==> config.mk <==
export PLATFORM = sky130hd
export DESIGN_NAME = chg_evt_detector
export DESIGN_NICKNAME = d
export VERILOG_FILES = /design/src/rtl/chg_evt_pkg.sv /design/src/rtl/chg_evt_pick.sv /design/src/rtl/chg_evt_ctrl.sv /design/src/rtl/chg_evt_datapath.sv /design/src/rtl/chg_evt_detector.sv
export SDC_FILE = /design/constraint.sdc
export NUM_CORES = 1
export LEC_CHECK = 0
export BUFFER_PORTS_ARGS = -buffer_cell sky130_fd_sc_hd__buf_2
export CORE_MARGIN = 2
export CORE_UTILIZATION = 50
export DETAILED_ROUTE_END_ITERATION = 16
export GPL_TIMING_DRIVEN = 0
export PLACE_DENSITY = 0.71
export SLEW_MARGIN = 30
export SYNTH_ARGS = -nofsm -noshare
export SYNTH_HDL_FRONTEND = slang
export SYNTH_SLANG_ARGS = --single-unit
==> constraint.sdc <==
create_clock -name clk -period 5.4 [get_ports clk]
set_input_delay 0.54 -clock clk [delete_from_list [all_inputs] [get_ports clk]]
set_output_delay 0.54 -clock clk [all_outputs]
set_load 0.02 [all_outputs]
==> src/rtl/chg_evt_pkg.sv <==
package chg_evt_pkg;
  typedef struct packed {
    logic capture;
    logic pop;
    logic maskLoad;
  } ctrl_strobes_t;
endpackage

==> src/rtl/chg_evt_pick.sv <==
module chg_evt_pick #(
  parameter int W = 32,
  parameter int IDX_W = $clog2(W)
) (
  input  logic [W-1:0]     vec,
  output logic [IDX_W-1:0] idx,
  output logic [W-1:0]     oneHot,
  output logic             any
);
  always_comb begin
    idx = '0;
    for (int i = W - 1; i >= 0; i--) begin
      if (vec[i]) idx = IDX_W'(i);
    end
  end

  assign oneHot = vec & (~vec + W'(1));
  assign any    = |vec;
endmodule

==> src/rtl/chg_evt_ctrl.sv <==
module chg_evt_ctrl
  import chg_evt_pkg::*;
(
  input  logic          sampleValid,
  input  logic          maskWrEn,
  input  logic          evtReady,
  input  logic          pendingAny,
  output ctrl_strobes_t st,
  output logic          sampleBusy
);
  always_comb begin
    st.capture  = sampleValid && !pendingAny;
    st.pop      = pendingAny && evtReady;
    st.maskLoad = maskWrEn;
  end

  assign sampleBusy = pendingAny;
endmodule

==> src/rtl/chg_evt_datapath.sv <==
module chg_evt_datapath
  import chg_evt_pkg::*;
#(
  parameter int NUM_CH = 32,
  localparam int CH_W = $clog2(NUM_CH)
) (
  input  logic              clk,
  input  logic              rstN,
  input  ctrl_strobes_t     st,
  input  logic [NUM_CH-1:0] sampleData,
  input  logic [NUM_CH-1:0] maskWrData,
  output logic              pendingAny,
  output logic [CH_W-1:0]   evtChan,
  output logic              evtRising
);
  logic [NUM_CH-1:0] prevReg, maskReg, pending;
  logic [NUM_CH-1:0] prevNext, maskNext, pendNext;
  logic [NUM_CH-1:0] selOneHot, turnOn;

  chg_evt_pick #(.W(NUM_CH), .IDX_W(CH_W)) u_pick (
    .vec(pending),
    .idx(evtChan),
    .oneHot(selOneHot),
    .any(pendingAny)
  );

  assign evtRising = prevReg[evtChan];
  assign turnOn    = maskWrData & ~maskReg;

  always_comb begin
    pendNext = pending;
    prevNext = prevReg;
    maskNext = maskReg;
    if (st.pop) pendNext = pendNext & ~selOneHot;
    if (st.capture) begin
      pendNext = (prevReg ^ sampleData) & maskReg;
      prevNext = sampleData;
    end
    if (st.maskLoad) begin
      pendNext = pendNext & maskWrData;
      prevNext = (prevNext & ~turnOn) | (sampleData & turnOn);
      maskNext = maskWrData;
    end
  end

  always_ff @(posedge clk) begin
    if (!rstN) begin
      prevReg <= '0;
      maskReg <= '1;
      pending <= '0;
    end else begin
      prevReg <= prevNext;
      maskReg <= maskNext;
      pending <= pendNext;
    end
  end

  AST_PEND_IN_MASK: assert property (@(posedge clk) disable iff (!rstN)
    (pending & ~maskReg) == '0);
  AST_ONE_PER_POP: assert property (@(posedge clk) disable iff (!rstN)
    st.pop && !st.maskLoad |=> $countones(pending) == $countones($past(pending)) - 1);
  AST_ASCEND: assert property (@(posedge clk) disable iff (!rstN)
    st.pop |=> !pendingAny || (evtChan > $past(evtChan)));
  AST_HOLD_EVT: assert property (@(posedge clk) disable iff (!rstN)
    pendingAny && !st.pop && !st.maskLoad |=> pendingAny && $stable(evtChan) && $stable(evtRising));
  AST_BASE_FROZEN: assert property (@(posedge clk) disable iff (!rstN)
    pendingAny && !st.maskLoad |=> $stable(prevReg));
  AST_BASE_LOAD: assert property (@(posedge clk) disable iff (!rstN)
    st.capture && !st.maskLoad |=> prevReg == $past(sampleData));
endmodule

==> src/rtl/chg_evt_detector.sv <==
module chg_evt_detector
  import chg_evt_pkg::*;
#(
  parameter int NUM_CH = 32,
  localparam int CH_W = $clog2(NUM_CH)
) (
  input  logic              clk,
  input  logic              rstN,
  input  logic              sampleValid,
  input  logic [NUM_CH-1:0] sampleData,
  output logic              sampleBusy,
  input  logic              maskWrEn,
  input  logic [NUM_CH-1:0] maskWrData,
  output logic              evtValid,
  input  logic              evtReady,
  output logic [CH_W-1:0]   evtChan,
  output logic              evtRising
);
  ctrl_strobes_t st;
  logic pendingAny;

  chg_evt_ctrl u_ctrl (
    .sampleValid(sampleValid),
    .maskWrEn(maskWrEn),
    .evtReady(evtReady),
    .pendingAny(pendingAny),
    .st(st),
    .sampleBusy(sampleBusy)
  );

  chg_evt_datapath #(.NUM_CH(NUM_CH)) u_dp (
    .clk(clk),
    .rstN(rstN),
    .st(st),
    .sampleData(sampleData),
    .maskWrData(maskWrData),
    .pendingAny(pendingAny),
    .evtChan(evtChan),
    .evtRising(evtRising)
  );

  assign evtValid = pendingAny;
endmodule

# Word level (Yosys, flattened, before mapping)
# Index checks and enable logic that the tools add are counted.
[word_totals]
regBits = 96
in_bits = 69
output_inout_bits = 8
wordCells = 61
[op_classes]
n_addsub = 1
order_cmp = 1
mux = 39
n_bitwise = 13
reduce_logical = 4
[op_table]
columns = ["op", "n"]
rows = [
  ["32-bit AND", 7],
  ["32-bit 2-to-1 mux", 5],
  ["5-bit 2-to-1 mux", 32],
  ["32-bit inverter", 4],
  ["32-bit by 1-bit adder with 32-bit output, second input constant", 1],
  ["32-bit bitwise OR", 1],
  ["32-bit OR reduction", 1],
  ["32-bit bitwise XOR", 1],
  ["5-bit by 6-bit < comparator with 1-bit output, second input constant", 1],
  ["1-bit binary-select mux with 5-bit select", 1],
  ["1-bit logical AND", 2],
  ["1-bit zero test", 1],
  ["1-bit 2-to-1 mux", 1],
]

# Longest topological paths before layout
# Gate-level depths: netlist (run 1).
[logic_depth]
depth_word = 34
ltp_mapped = 10
mapped_depth_nobuf = 9

# Modules after synthesis
# A second synthesis (run 1) with hierarchy kept.
[unflattened]
hier_cells = 707
hier_area_um2 = 5522.8
[by_module_without_submodules]
columns = ["mod", "n_inst", "cells_per_inst", "area_per_inst_um2", "seq_area_each_um2"]
rows = [
  ["chg_evt_datapath", 1, 589, 4754.6, 1921.8],
  ["chg_evt_pick", 1, 114, 737.0, 0.0],
  ["chg_evt_ctrl", 1, 4, 31.3, 0.0],
]

# Worst setup path before layout (run 1)
# Ideal clock, no wire load.
[synth_timing]
kind = "reg2out"
from = "reg u_dp.pending[30]"
to = "out evtRising"
t_arrival_ns = 2.731
required_time_ns = 4.860
slack_ns = 2.129
stages_incl_launch_ff = 10
n_path_buf = 1
path_cell_list = "dfxtp_1 -> nand2b_1 -> a2111oi_4 -> o221ai_2 -> a211o_4 -> buf_6 -> mux2i_1 -> a2111oi_0 -> nor4_1 -> a311oi_1"
[synth_via]
elab_chain_len = 33
[synth_lines]
columns = ["element", "line_no", "source"]
rows = [
  ["start: declaration", "chg_evt_datapath.sv:16", "logic [NUM_CH-1:0] prevReg, maskReg, pending;"],
  ["start signal: assignment", "chg_evt_datapath.sv:54", "pending <= pendNext;"],
  ["5-bit 2-to-1 mux (31 in series)", "chg_evt_pick.sv:13", "if (vec[i]) idx = IDX_W'(i);"],
  ["1-bit binary-select mux with 5-bit select", "chg_evt_datapath.sv:27", "assign evtRising = prevReg[evtChan];"],
  ["1-bit 2-to-1 mux (not written as such)", "chg_evt_datapath.sv:27", ""],
  ["end: declaration", "chg_evt_detector.sv:17", "output logic evtRising"],
]
# Every way passes these cells. The select of a mux whose other input is x is not followed.

# Final worst setup path (run 1)
[layout_timing]
from = "reg u_dp.pending[14]"
to = "out evtRising"
[layout_via]
elab_chain_len = 17
[layout_lines]
columns = ["element", "line_no"]
rows = [
  ["5-bit 2-to-1 mux (15 in series)", "chg_evt_pick.sv:13"],
  ["1-bit binary-select mux with 5-bit select", "chg_evt_datapath.sv:27"],
  ["1-bit 2-to-1 mux (not written as such)", "chg_evt_datapath.sv:27"],
]
# Every way passes these cells. The select of a mux whose other input is x is not followed.

==> results of run 1 <==
[worst register-to-register path, cell delays in order, from the launching register on]
cell,delay (ps)
dfxtp_1,380
nor4_1,730
and4_1,380
nand3_1,150
nor2_1,290
nand2_1,340
clkbuf_1,350
o21ai_0,190
mux2i_1,240
nor2b_1,60
[power by group through the flow]
| stage | Sequential [mW] | Combinational (mW) | Clock (mW) |
|---|---|---|---|
| 5_1_grt | 1.07 | 3.28 | 0.623 |
| 4_1_cts | 1.04 | 3.02 | 0.591 |
| 2_1_floorplan | 1.00 | 2.19 | 0 |
| 3_3_place_gp | 1.05 | 2.97 | 0 |
| 3_5_place_dp | 1.06 | 3.01 | 0 |
| 6_report | 1.05 | 3.05 | 0.587 |
[layout by cell type, fill, tap and decap left out, types with 3 or more instances in the layout]
master     count
dfxtp_1       96
o21ai_0       80
buf_2         79
nand2_1       71
nand3_1       53
mux2i_1       47
nor2b_1       38
xor2_1        32
nor2_1        27
a21oi_1       26
clkbuf_1      25
inv_1         16
a32oi_1       12
clkbuf_8      11
nor4_1        10
nand2b_1       8
a31oi_1        6
nor3_1         6
o31ai_1        5
a2111oi_0      4
o41ai_1        4
or4_1          3
or3_1          3
bufinv_16      3
[stage by stage]
stage / area [um2] / power (mW) / utilization / std cells
2_1_floorplan: 5090 / 3.19 / - / 618
3_3_place_gp: 5630 / 4.02 / 0.574 / 826
3_5_place_dp: 5630 / 4.07 / 0.574 / 826
4_1_cts: 5890 / 4.66 / 0.600 / 842
5_1_grt: 5890 / 4.97 / 0.600 / 842
6_report: 5890 / 4.69 / 0.600 / 842
[per-layer routing]
metal,routed length (um),up-vias,track usage,part of all wire
met1,6990,2346,0.385,0.46
li1,-,2386,-,-
met3,905,27,0.0418,0.059
met5,0,-,0,0
met2,7130,190,0.466,0.46
met4,316,0,0.0905,0.021
[cells by family (layout without fill, tap and decap cells)]
kind of cell	count (synthesis)	in the layout	synth area share
AND/OR/NAND/NOR	236	236	0.237
AO/OA/AOI/OAI	155	155	0.189
flip-flops	96	96	0.377
buffers and inverters	50	141	0.0423
multiplexers	49	49	0.0990
XOR/XNOR	32	32	0.0550
[flip-flops by register name, summed over array words and instances, names as in the netlist]
register	count
u_dp.maskReg	32
u_dp.pending	32
u_dp.prevReg	32
[cell type report]
type	count	area, um2	area share
Inverter	17	63.8	0.0108
Multi-Input combinational cell	472	2960	0.502
Tap cell	133	166	0.0283
Clock inverter	5	103	0.0174
Sequential cell	96	1920	0.326
Buffer	33	151	0.0257
Clock buffer	11	151	0.0257
Timing Repair Buffer	75	375	0.0637
[final timing paths]
check | start | endpoint | slack, ps | depth (start not counted)
min reg2reg | u_dp.maskReg[28] | u_dp.pending[28] | 480 | 2
min | maskWrData[6] | u_dp.maskReg[6] | 410 | 3
max | u_dp.pending[14] | evtRising | 1260 | 9
max reg2reg | u_dp.pending[23] | u_dp.prevReg[26] | 2190 | 9
==> run summary, run 1 <==
Pins over their slew limit -> 0
Hold_ws -> 415 ps
Initial antenna violation count -> 0
Element type at the critical path end -> primary output
Average size of a mapped cell -> 8.24 um2
Crit path DAT -> 3600 ps
NetSw -> 2.29 mW
Relative slew slack -> 0.466
Final worst path period share -> 0.766
Post-cts resize count -> 0
Main synth FF type -> dfxtp_1
Synth cell count leaders -> dfxtp_1, o21ai_0, nand2_1, nand3_1, mux2i_1
TritonRoute pass-1 iters -> 5
Min-Delay Path Class -> input port to flip-flop
CTS Buf Count -> 9
Status -> finished, final reports clean
Slowest stage cell, crit path -> nor4_1
Critical path data required time -> 4860 ps
Post-Place Setup Slack -> 1690 ps
Final Hold Vio Count -> 0
Async SR Flop Fraction -> 0
Crit path buffers/inverters -> 3
Critical Path, Cell by Cell -> clkbuf_1 -> nor4_1 -> a31oi_1 -> o21ai_1 -> inv_1 -> o41ai_1 -> nor4_1 -> a311oi_1 -> buf_2
Area of the die -> 11000 um2
Max stage delay on crit path -> 660 ps
I/O pins -> 77
Setup Fix Bufs, Post-CTS -> 0
CP startpoint kind -> flip-flop
First-pass GRT wire length -> 24600 um
Yosys warnings -> 0
EDFF count, synth -> 0
Synthesized cell area -> 5090 um2
Setup_tns -> 0 ps
Clk_skew -> 8.30 ps
Area leader, netlist -> dfxtp_1
Clk pwr share -> 0.125
Most used cell, CP -> nor4_1
Most frequent cell after synthesis -> dfxtp_1
Critical Setup Path Class -> flip-flop to primary output
Synth cell types -> 56
Routed Antenna Nets -> 0
Sequential power share -> 0.224
DRT Wirelength -> 15300 um
Hpwl dp -> 11600 um
Diodes inserted -> 0
Layout overhead on the synthesized area -> 15.6%
Combinational share of power -> 0.651
Crit Path Max Fanout -> 9
Worst slew pin tran -> 794 ps
Congestion Overflow GR -> 0
Clock Sinks -> 96
Critical path's top delay family -> compound AO/OA/AOI/OAI gates
Mapped Nets -> 687
Row cnt -> 36
Htree depth -> 3
Root buffer cell -> clkbuf_8
# DRC -> 0
Worst vdd ir -> 0.429 mV
Port bufs -> 75
CTS tree -> built
Clock latency on the worst-skew pair -> 370 ps
Yosys reg bits -> 96
Setup ws final -> 1260 ps
Final #Nets -> 773
Synth top area cells -> dfxtp_1, mux2i_1, o21ai_0
Drt wl/cell -> 18.2 um
Synthesized instance count -> 618
Gr usage total -> 0.284
Power Dens Cells -> 796 nW/um2
DRT iter0 DRCs -> 281
Final Wtd Congestion -> 0.888
# setup viols final -> 0
Vias in the first global route -> 4724
Sw Share -> 0.489
CTS Hold Buffers Added -> 0
Pleak -> 2.45 nW
Filler cells -> 916
Share of cells above drive strength 1 -> 0.165
P_int -> 2.39 mW
Clock Tree Buf Depth -> 2
Yosys top cell area share -> 0.377
Horiz. Die Dim -> 105 um
Vias per inst -> 5.88
Clock transition at the registers of the reported paths -> 90 ps
RSZ-0062 raised after global routing -> false
Largest net degree at the start of global routing -> 16
Fmax -> 242 MHz
Max-cap check violation count -> 0
Die span in y -> 105 um
CORE AREA -> 9820 um2
Tmin final -> 4140 ps
Sequential element share of the synthesized area -> 0.377
Via count -> 4949
Initial core utilization -> 0.519
Note: power is estimated with default switching activity, not from simulation.
==> run 2, diff against run 1 <==
--- a/config.mk
+++ b/config.mk
@@ -5,12 +5,13 @@
 export SDC_FILE = /design/constraint.sdc
 export NUM_CORES = 1
 export LEC_CHECK = 0
+export ABC_AREA = 1
 export BUFFER_PORTS_ARGS = -buffer_cell sky130_fd_sc_hd__buf_2
 export CORE_MARGIN = 2
 export CORE_UTILIZATION = 50
 export DETAILED_ROUTE_END_ITERATION = 16
 export GPL_TIMING_DRIVEN = 0
-export PLACE_DENSITY = 0.71
+export PLACE_DENSITY = 0.74
 export SLEW_MARGIN = 30
 export SYNTH_ARGS = -nofsm -noshare
 export SYNTH_HDL_FRONTEND = slang
==> constraint.sdc (replaced) <==
create_clock -name clk -period 3.65 [get_ports clk]
set_input_delay 0.365 -clock clk [delete_from_list [all_inputs] [get_ports clk]]
set_output_delay 0.365 -clock clk [all_outputs]
set_load 0.02 [all_outputs]
==> run summary, run 2 <==
Status -> finished, violations left
Violated checks -> setup timing
Crit path DAT -> 3310 ps (-290 ps)
Largest family of logic cells by synthesized area -> simple AND/OR/NAND/NOR gates
Congestion Overflow GR -> 0 (unchanged)
Synth cell types -> 33 (-41%)
Vias in the first global route -> 5005 (+5.9%)
Synthesized cell area -> 5230 um2 (+2.7%)
Final worst path period share -> 1.01
Synth top area cells -> dfxtp_1, nand2_1, inv_1
Fmax -> 272 MHz
Share of cells above drive strength 1 -> 0.139 (-0.0258)
Clock transition at the registers of the reported paths -> 100 ps (about the same)
Hpwl dp -> 11500 um (-0.70%)
Final #Nets -> 971 (+26%)
Main synth FF type -> dfxtp_1
Clock Tree Buf Depth -> 2 (unchanged)
Htree depth -> 3 (unchanged)
Clock latency on the worst-skew pair -> 380 ps (about the same)
Port bufs -> 75 (unchanged)
Area of the die -> 11300 um2 (+2.6%)
Slowest stage cell, crit path -> dfxtp_2
Diodes inserted -> 0 (unchanged)
TritonRoute pass-1 iters -> 5 (unchanged)
Placed cell count -> 1019 (+23%)
Gr usage total -> 0.285 (about the same)
Pins over their slew limit -> 0 (unchanged)
Critical path data required time -> 3280 ps (-1580 ps)
Crit Path Max Fanout -> 10 (+1)
RSZ-0062 raised after global routing -> true
Horiz. Die Dim -> 106 um (+1.3%)
Design area -> 6070 um2 (+3.0%)
Critical Setup Path Class -> flip-flop to primary output
Crit path buffers/inverters -> 3 (unchanged)
Critical Path, Cell by Cell -> buf_4 -> nor3_1 -> nor3_1 -> o21ai_0 -> a21oi_1 -> o21ai_0 -> a21oi_1 -> o21ai_0 -> a21oi_1 -> nor2_4 -> inv_1 -> nand3_1 -> nand3_1 -> nand3_1 -> nand2_1 -> nand2_1 -> nand2_2 -> buf_6
CTS tree -> built
CORE AREA -> 10200 um2 (+4.2%)
Yosys top cell area share -> 0.368 (-0.00984)
Via count -> 5627 (+14%)
Most common cell after layout, fill and taps aside -> nand2_1
First-pass GRT wire length -> 25000 um (+1.7%)
Root buffer cell -> clkbuf_8
Synthesized instance count -> 808 (+31%)
Area leader, netlist -> dfxtp_1
Worst slew pin tran -> 757 ps (-37.7 ps)
Placed instance area -> 5770 um2 (+2.5%)
# DRC -> 0 (unchanged)
Post-Synth Adder-Cell Area -> 0 (unchanged)
Max-cap check violation count -> 0 (unchanged)
Synth Area in Simple Gates -> 0.277 (+0.0398)
Most frequent cell after synthesis -> nand2_1
Tmin final -> 3680 ps
Synth Area in Compound Gates -> 0.213 (+0.0243)
Setup ws final -> -25.3 ps (-1290 ps)
CTS Hold Buffers Added -> 0 (unchanged)
Initial antenna violation count -> 0 (unchanged)
Setup_tns -> -25.3 ps (-25.3 ps)
Mapped Nets -> 877 (+28%)
Sequential cell area -> 1930 um2 (+0.26%)
Drt wl/cell -> 15.1 um (-17%)
EDFF count, synth -> 0 (unchanged)
XOR/XNOR share of the synthesized area -> 0.00503 (-0.0500)
Area of the multi-input gates -> 2610 um2 (-12%)
Sequential element share of the synthesized area -> 0.368 (-0.00984)
Relative slew slack -> 0.496 (+0.0300)
Element type at the critical path end -> primary output
Final Hold Vio Count -> 0 (unchanged)
Filler cells -> 1021 (+11%)
Regs by FF count -> u_dp.maskReg: 32 flops, u_dp.pending: 32 flops, u_dp.prevReg: 32 flops
Max stage delay on crit path -> 330 ps (-330 ps)
# setup viols final -> 1 (+1)
Routed Antenna Nets -> 0 (unchanged)
Most frequent cells in the layout -> nand2_1, inv_1, dfxtp_1, o21ai_0, nand3_1
CTS Buf Count -> 9 (unchanged)
Final Wtd Congestion -> 0.933 (+5.0%)
Yosys reg bits -> 96 (unchanged)
Post-Layout Cell Count -> 1041 (+24%)
Mux contribution to synthesized area -> 0 (-0.0990)
Largest net degree at the start of global routing -> 15 (-1)
Vias per inst -> 5.41 (-8.0%)
Layout overhead on the synthesized area -> 16.0%
DRT Wirelength -> 15700 um (+2.4%)
I/O pins -> 77 (unchanged)
CP startpoint kind -> flip-flop
Row cnt -> 37 (+2.8%)
DRT iter0 DRCs -> 464 (+65%)
Min-Delay Path Class -> input port to flip-flop
Async SR Flop Fraction -> 0 (unchanged)
Critical path's top delay family -> simple AND/OR/NAND/NOR gates
Average size of a mapped cell -> 6.47 um2 (-21%)
Clock Sinks -> 96 (unchanged)
Die span in y -> 106 um (+1.3%)
Yosys warnings -> 0 (unchanged)
Synth cell count leaders -> nand2_1, inv_1, dfxtp_1, o21ai_0, nand3_1
Initial core utilization -> 0.511 (-0.00754)
Clk_skew -> 13.1 ps (+4.77 ps)
Hold_ws -> 218 ps (-197 ps)
run 2: per-layer routing:
| metal | vias to the layer above | track usage | part of all wire |
|---|---|---|---|
| met1 | 2530 | 0.406 | 0.46 |
| li1 | 2837 | - | - |
| met5 | - | 0 | 0 |
| met4 | 0 | 0.0742 | 0.015 |
| met2 | 241 | 0.440 | 0.43 |
| met3 | 19 | 0.0546 | 0.092 |
run 2: kinds of logic (layout without fill, tap and decap cells):
kind of cell | Yosys count | in the layout
AO/OA/AOI/OAI | 192 | 192
XOR/XNOR | 3 | 3
flip-flops | 96 | 96
buffers and inverters | 187 | 284
AND/OR/NAND/NOR | 330 | 330
run 2: worst register-to-register path, stage by stage, from the launching register on:
cell and delay (ps):
dfxtp_1 400, nor2_1 70, inv_1 110, nor2_1 60
inv_1 70, nor2_1 40, inv_1 100, nor2_1 50
inv_1 70, nor2_1 80, inv_1 130, nand2_1 110
nor3_1 300, inv_1 80, nor2_1 200, inv_1 120
nor3_1 320, nand4_1 220, o21ai_0 240, o21ai_0 120
o211ai_1 110, inv_1 50
run 2: final cells by class:
| type | instances | share of cell area |
|---|---|---|
| Tap cell | 136 | 0.0280 |
| Clock buffer | 10 | 0.0227 |
| Inverter | 157 | 0.0971 |
| Sequential cell | 96 | 0.318 |
| Timing Repair Buffer | 83 | 0.0780 |
| Clock inverter | 4 | 0.00371 |
| Buffer | 30 | 0.0223 |
| Multi-Input combinational cell | 525 | 0.431 |
run 2: repair_timing:
item	CTS	global route
setup buffers	5	2
resized for setup	8	11
endpoints found under the setup margin	1	2
cloned	0	1
pin swaps	2	7
run 2: stage by stage:
step,setup slack [ps],util
after floorplan,852,-
after global placement,365,0.564
after detailed placement,305,0.564
after CTS,2.15,0.586
after global routing,-416,0.593
final,-25.3,0.593
run 2: worst paths after layout:
check | startpoint | to | slack, ps | cells past startpoint
worst min-delay path | maskWrData[25] | u_dp.pending[25] | 220 | 3
worst max-delay path | u_dp.pending[29] | evtRising | -30 | 18
worst max register to register | u_dp.pending[0] | u_dp.pending[15] | 520 | 21
worst min register to register | u_dp.maskReg[29] | u_dp.maskReg[29] | 480 | 2
Power of run 2 is not shown: default switching activity piles up to over one toggle a cycle in this logic, so the estimate is an artifact.
==> run 3, diff against run 2 <==
--- a/config.mk
+++ b/config.mk
@@ -12,7 +12,9 @@
 export DETAILED_ROUTE_END_ITERATION = 16
 export GPL_TIMING_DRIVEN = 0
 export PLACE_DENSITY = 0.74
+export SKIP_LAST_GASP = 1
 export SLEW_MARGIN = 30
 export SYNTH_ARGS = -nofsm -noshare
 export SYNTH_HDL_FRONTEND = slang
+export SYNTH_HIERARCHICAL = 1
 export SYNTH_SLANG_ARGS = --single-unit
==> run summary, run 3 <==
Status -> finished, violations left
Synthesized instance count -> 821 (+1.6%)
CORE AREA -> 11300 um2 (+11%)
Mapped Nets -> 890 (+1.5%)
Final Wtd Congestion -> 0.934 (about the same)
Clock Sinks -> 96 (unchanged)
Clock transition at the registers of the reported paths -> 60 ps (-40 ps)
Element type at the critical path end -> primary output
Relative slew slack -> 0.457 (-0.0389)
Clock Tree Buf Depth -> 2 (unchanged)
Main synth FF type -> dfxtp_1
Fmax -> 274 MHz (+0.52%)
Crit Path Max Fanout -> 5 (-5)
Gr usage total -> 0.263 (-0.0220)
Row cnt -> 39 (+5.4%)
Most common cell after layout, fill and taps aside -> nand2_1
Max stage delay on crit path -> 360 ps (+30 ps)
Most frequent cell after synthesis -> nand2_1
Regs by FF count -> u_dp/maskReg: 32 flops, u_dp/pending: 32 flops, u_dp/prevReg: 32 flops
Final worst path period share -> 1.00 (-0.00522)
# DRC -> 0 (unchanged)
CTS tree -> built
Filler cells -> 1088 (+6.6%)
Final #Nets -> 987 (+1.6%)
Area leader, netlist -> dfxtp_1
Vias per inst -> 5.39 (-0.20%)
Critical Setup Path Class -> flip-flop to primary output
Area of the multi-input gates -> 3340 um2 (+28%)
Yosys reg bits -> 96 (unchanged)
Port bufs -> 75 (unchanged)
Die span in y -> 111 um (+4.7%)
Initial core utilization -> 0.508 (-0.00322)
Layout overhead on the synthesized area -> 19.2%
Hold_ws -> 273 ps (+55.0 ps)
# setup viols final -> 1 (unchanged)
I/O pins -> 77 (unchanged)
Yosys top cell area share -> 0.334 (-0.0333)
CTS Buf Count -> 9 (unchanged)
Async SR Flop Fraction -> 0 (unchanged)
Synthesized cell area -> 5750 um2 (+10%)
Area of the die -> 12400 um2 (+9.6%)
Congestion Overflow GR -> 0 (unchanged)
Synth top area cells -> dfxtp_1, nand2_1, a211oi_2
DRT Wirelength -> 16100 um (+2.4%)
Horiz. Die Dim -> 111 um (+4.7%)
TritonRoute pass-1 iters -> 5 (unchanged)
Sequential element share of the synthesized area -> 0.334 (-0.0333)
Min-Delay Path Class -> input port to flip-flop
Violated checks -> setup timing
Average size of a mapped cell -> 7.00 um2 (+8.2%)
Htree depth -> 3 (unchanged)
Crit path DAT -> 3290 ps (-20 ps)
Clock latency on the worst-skew pair -> 350 ps (-30 ps)
Via count -> 5745 (+2.1%)
Slowest stage cell, crit path -> dfxtp_2
Diodes inserted -> 0 (unchanged)
Max-cap check violation count -> 0 (unchanged)
Pins over their slew limit -> 0 (unchanged)
Synth cell count leaders -> nand2_1, dfxtp_1, nor2_1, a21oi_1, inv_1
Most used cell, CP -> nand2_1
Vias in the first global route -> 5478 (+9.5%)
Yosys warnings -> 6 (+6)
Final Hold Vio Count -> 0 (unchanged)
CP startpoint kind -> flip-flop
Drt wl/cell -> 15.1 um (about the same)
Worst slew pin tran -> 815 ps (+58.3 ps)
Synth cell types -> 33 (unchanged)
Sequential cell area -> 1930 um2 (about the same)
Critical path's top delay family -> simple AND/OR/NAND/NOR gates
Critical path data required time -> 3280 ps (about the same)
Largest net degree at the start of global routing -> 14 (-1)
Initial antenna violation count -> 0 (unchanged)
EDFF count, synth -> 0 (unchanged)
Share of cells above drive strength 1 -> 0.307 (+0.168)
Routed Antenna Nets -> 0 (unchanged)
Tmin final -> 3660 ps (-19.0 ps)
RSZ-0062 raised after global routing -> true
First-pass GRT wire length -> 26200 um (+4.7%)
Most frequent cells in the layout -> nand2_1, buf_2, dfxtp_1, nor2_1, a21oi_1
CTS Hold Buffers Added -> 0 (unchanged)
Root buffer cell -> clkbuf_16
DRT iter0 DRCs -> 380 (-18%)
Crit path buffers/inverters -> 4 (+1)
Setup ws final -> -6.31 ps (+19.0 ps)
Hpwl dp -> 11600 um (+0.81%)
Clk_skew -> 4.30 ps (-8.77 ps)
## run 3: cell count changes in the layout (fill, tap and decap cells not counted), moves of 17 or more
cell	change
a211oi_2	+28
a21oi_1	+20
buf_2	+20
inv_1	-83
nand2_2	+44
nand3_1	-31
nor2_1	+24
nor3_1	+25
o211ai_1	-18
o21a_1	+17
o21ai_0	-52
o21ai_2	+28
## run 3: layer usage
metal / part of all wire / GRT usage / vias to the layer above / wire length, um
met5: 0 / 0 / - / 0
met4: 0.027 / 0.0996 / 0 / 437
met3: 0.066 / 0.0503 / 33 / 1060
met2: 0.45 / 0.425 / 190 / 7220
met1: 0.46 / 0.348 / 2606 / 7380
li1: - / - / 2916 / -
## run 3: final timing paths
check                         from               end  slack [ps]  cells past startpoint
setup / recovery  u_dp/pending[31]         evtRising          -6                     42
hold / removal      maskWrData[24]  u_dp/maskReg[24]         270                      3
setup reg to reg   u_dp/pending[2]  u_dp/pending[30]        1010                     15
hold reg to reg   u_dp/maskReg[16]  u_dp/maskReg[16]         490                      2
## run 3: cell type report
cell class,instances,share of cell area
inverters,88,0.0551
clock buffers,14,0.0356
plain buffers,40,0.0393
clock inverters,1,0.000730
multi-input cells,597,0.487
repair buffers,86,0.0749
well taps,143,0.0261
flip-flops and latches,96,0.281
## run 3: logic make-up (layout without fill, tap and decap cells)
| kind of cell | count (synthesis) | after routing | synth area share |
|---|---|---|---|
| AO/OA/AOI/OAI | 190 | 190 | 0.230 |
| XOR/XNOR | 15 | 15 | 0.0229 |
| buffers and inverters | 128 | 229 | 0.109 |
| flip-flops | 96 | 96 | 0.334 |
| AND/OR/NAND/NOR | 392 | 392 | 0.303 |
## run 3: timing repair
action / in CTS / in global routing
endpoints found under the setup margin: 1 / 1
endpoints found under the hold margin: 0 / 0
buffers inserted: 8 / 1
pin swaps: 10 / 23
gates resized for setup: 13 / 36
cloned: 1 / 1
## run 3: stage by stage
step	utilization	cells	cell area [um2]	setup slack, ps	TNS (ps)
floorplan	-	821	5750	602	0
global placement	0.557	1039	6300	184	0
detailed placement	0.557	1039	6300	185	0
CTS	0.590	1063	6670	0.282	0
global route	0.605	1065	6850	-383	-383
finish	0.605	1065	6850	-6.31	-6.31
## run 3: tightest hold or removal path, delay by kind of cell
family	cells	cell delay, ps
simple gates	2	130
buf+inv	1	90
Power of run 3 is left out for the same reason.
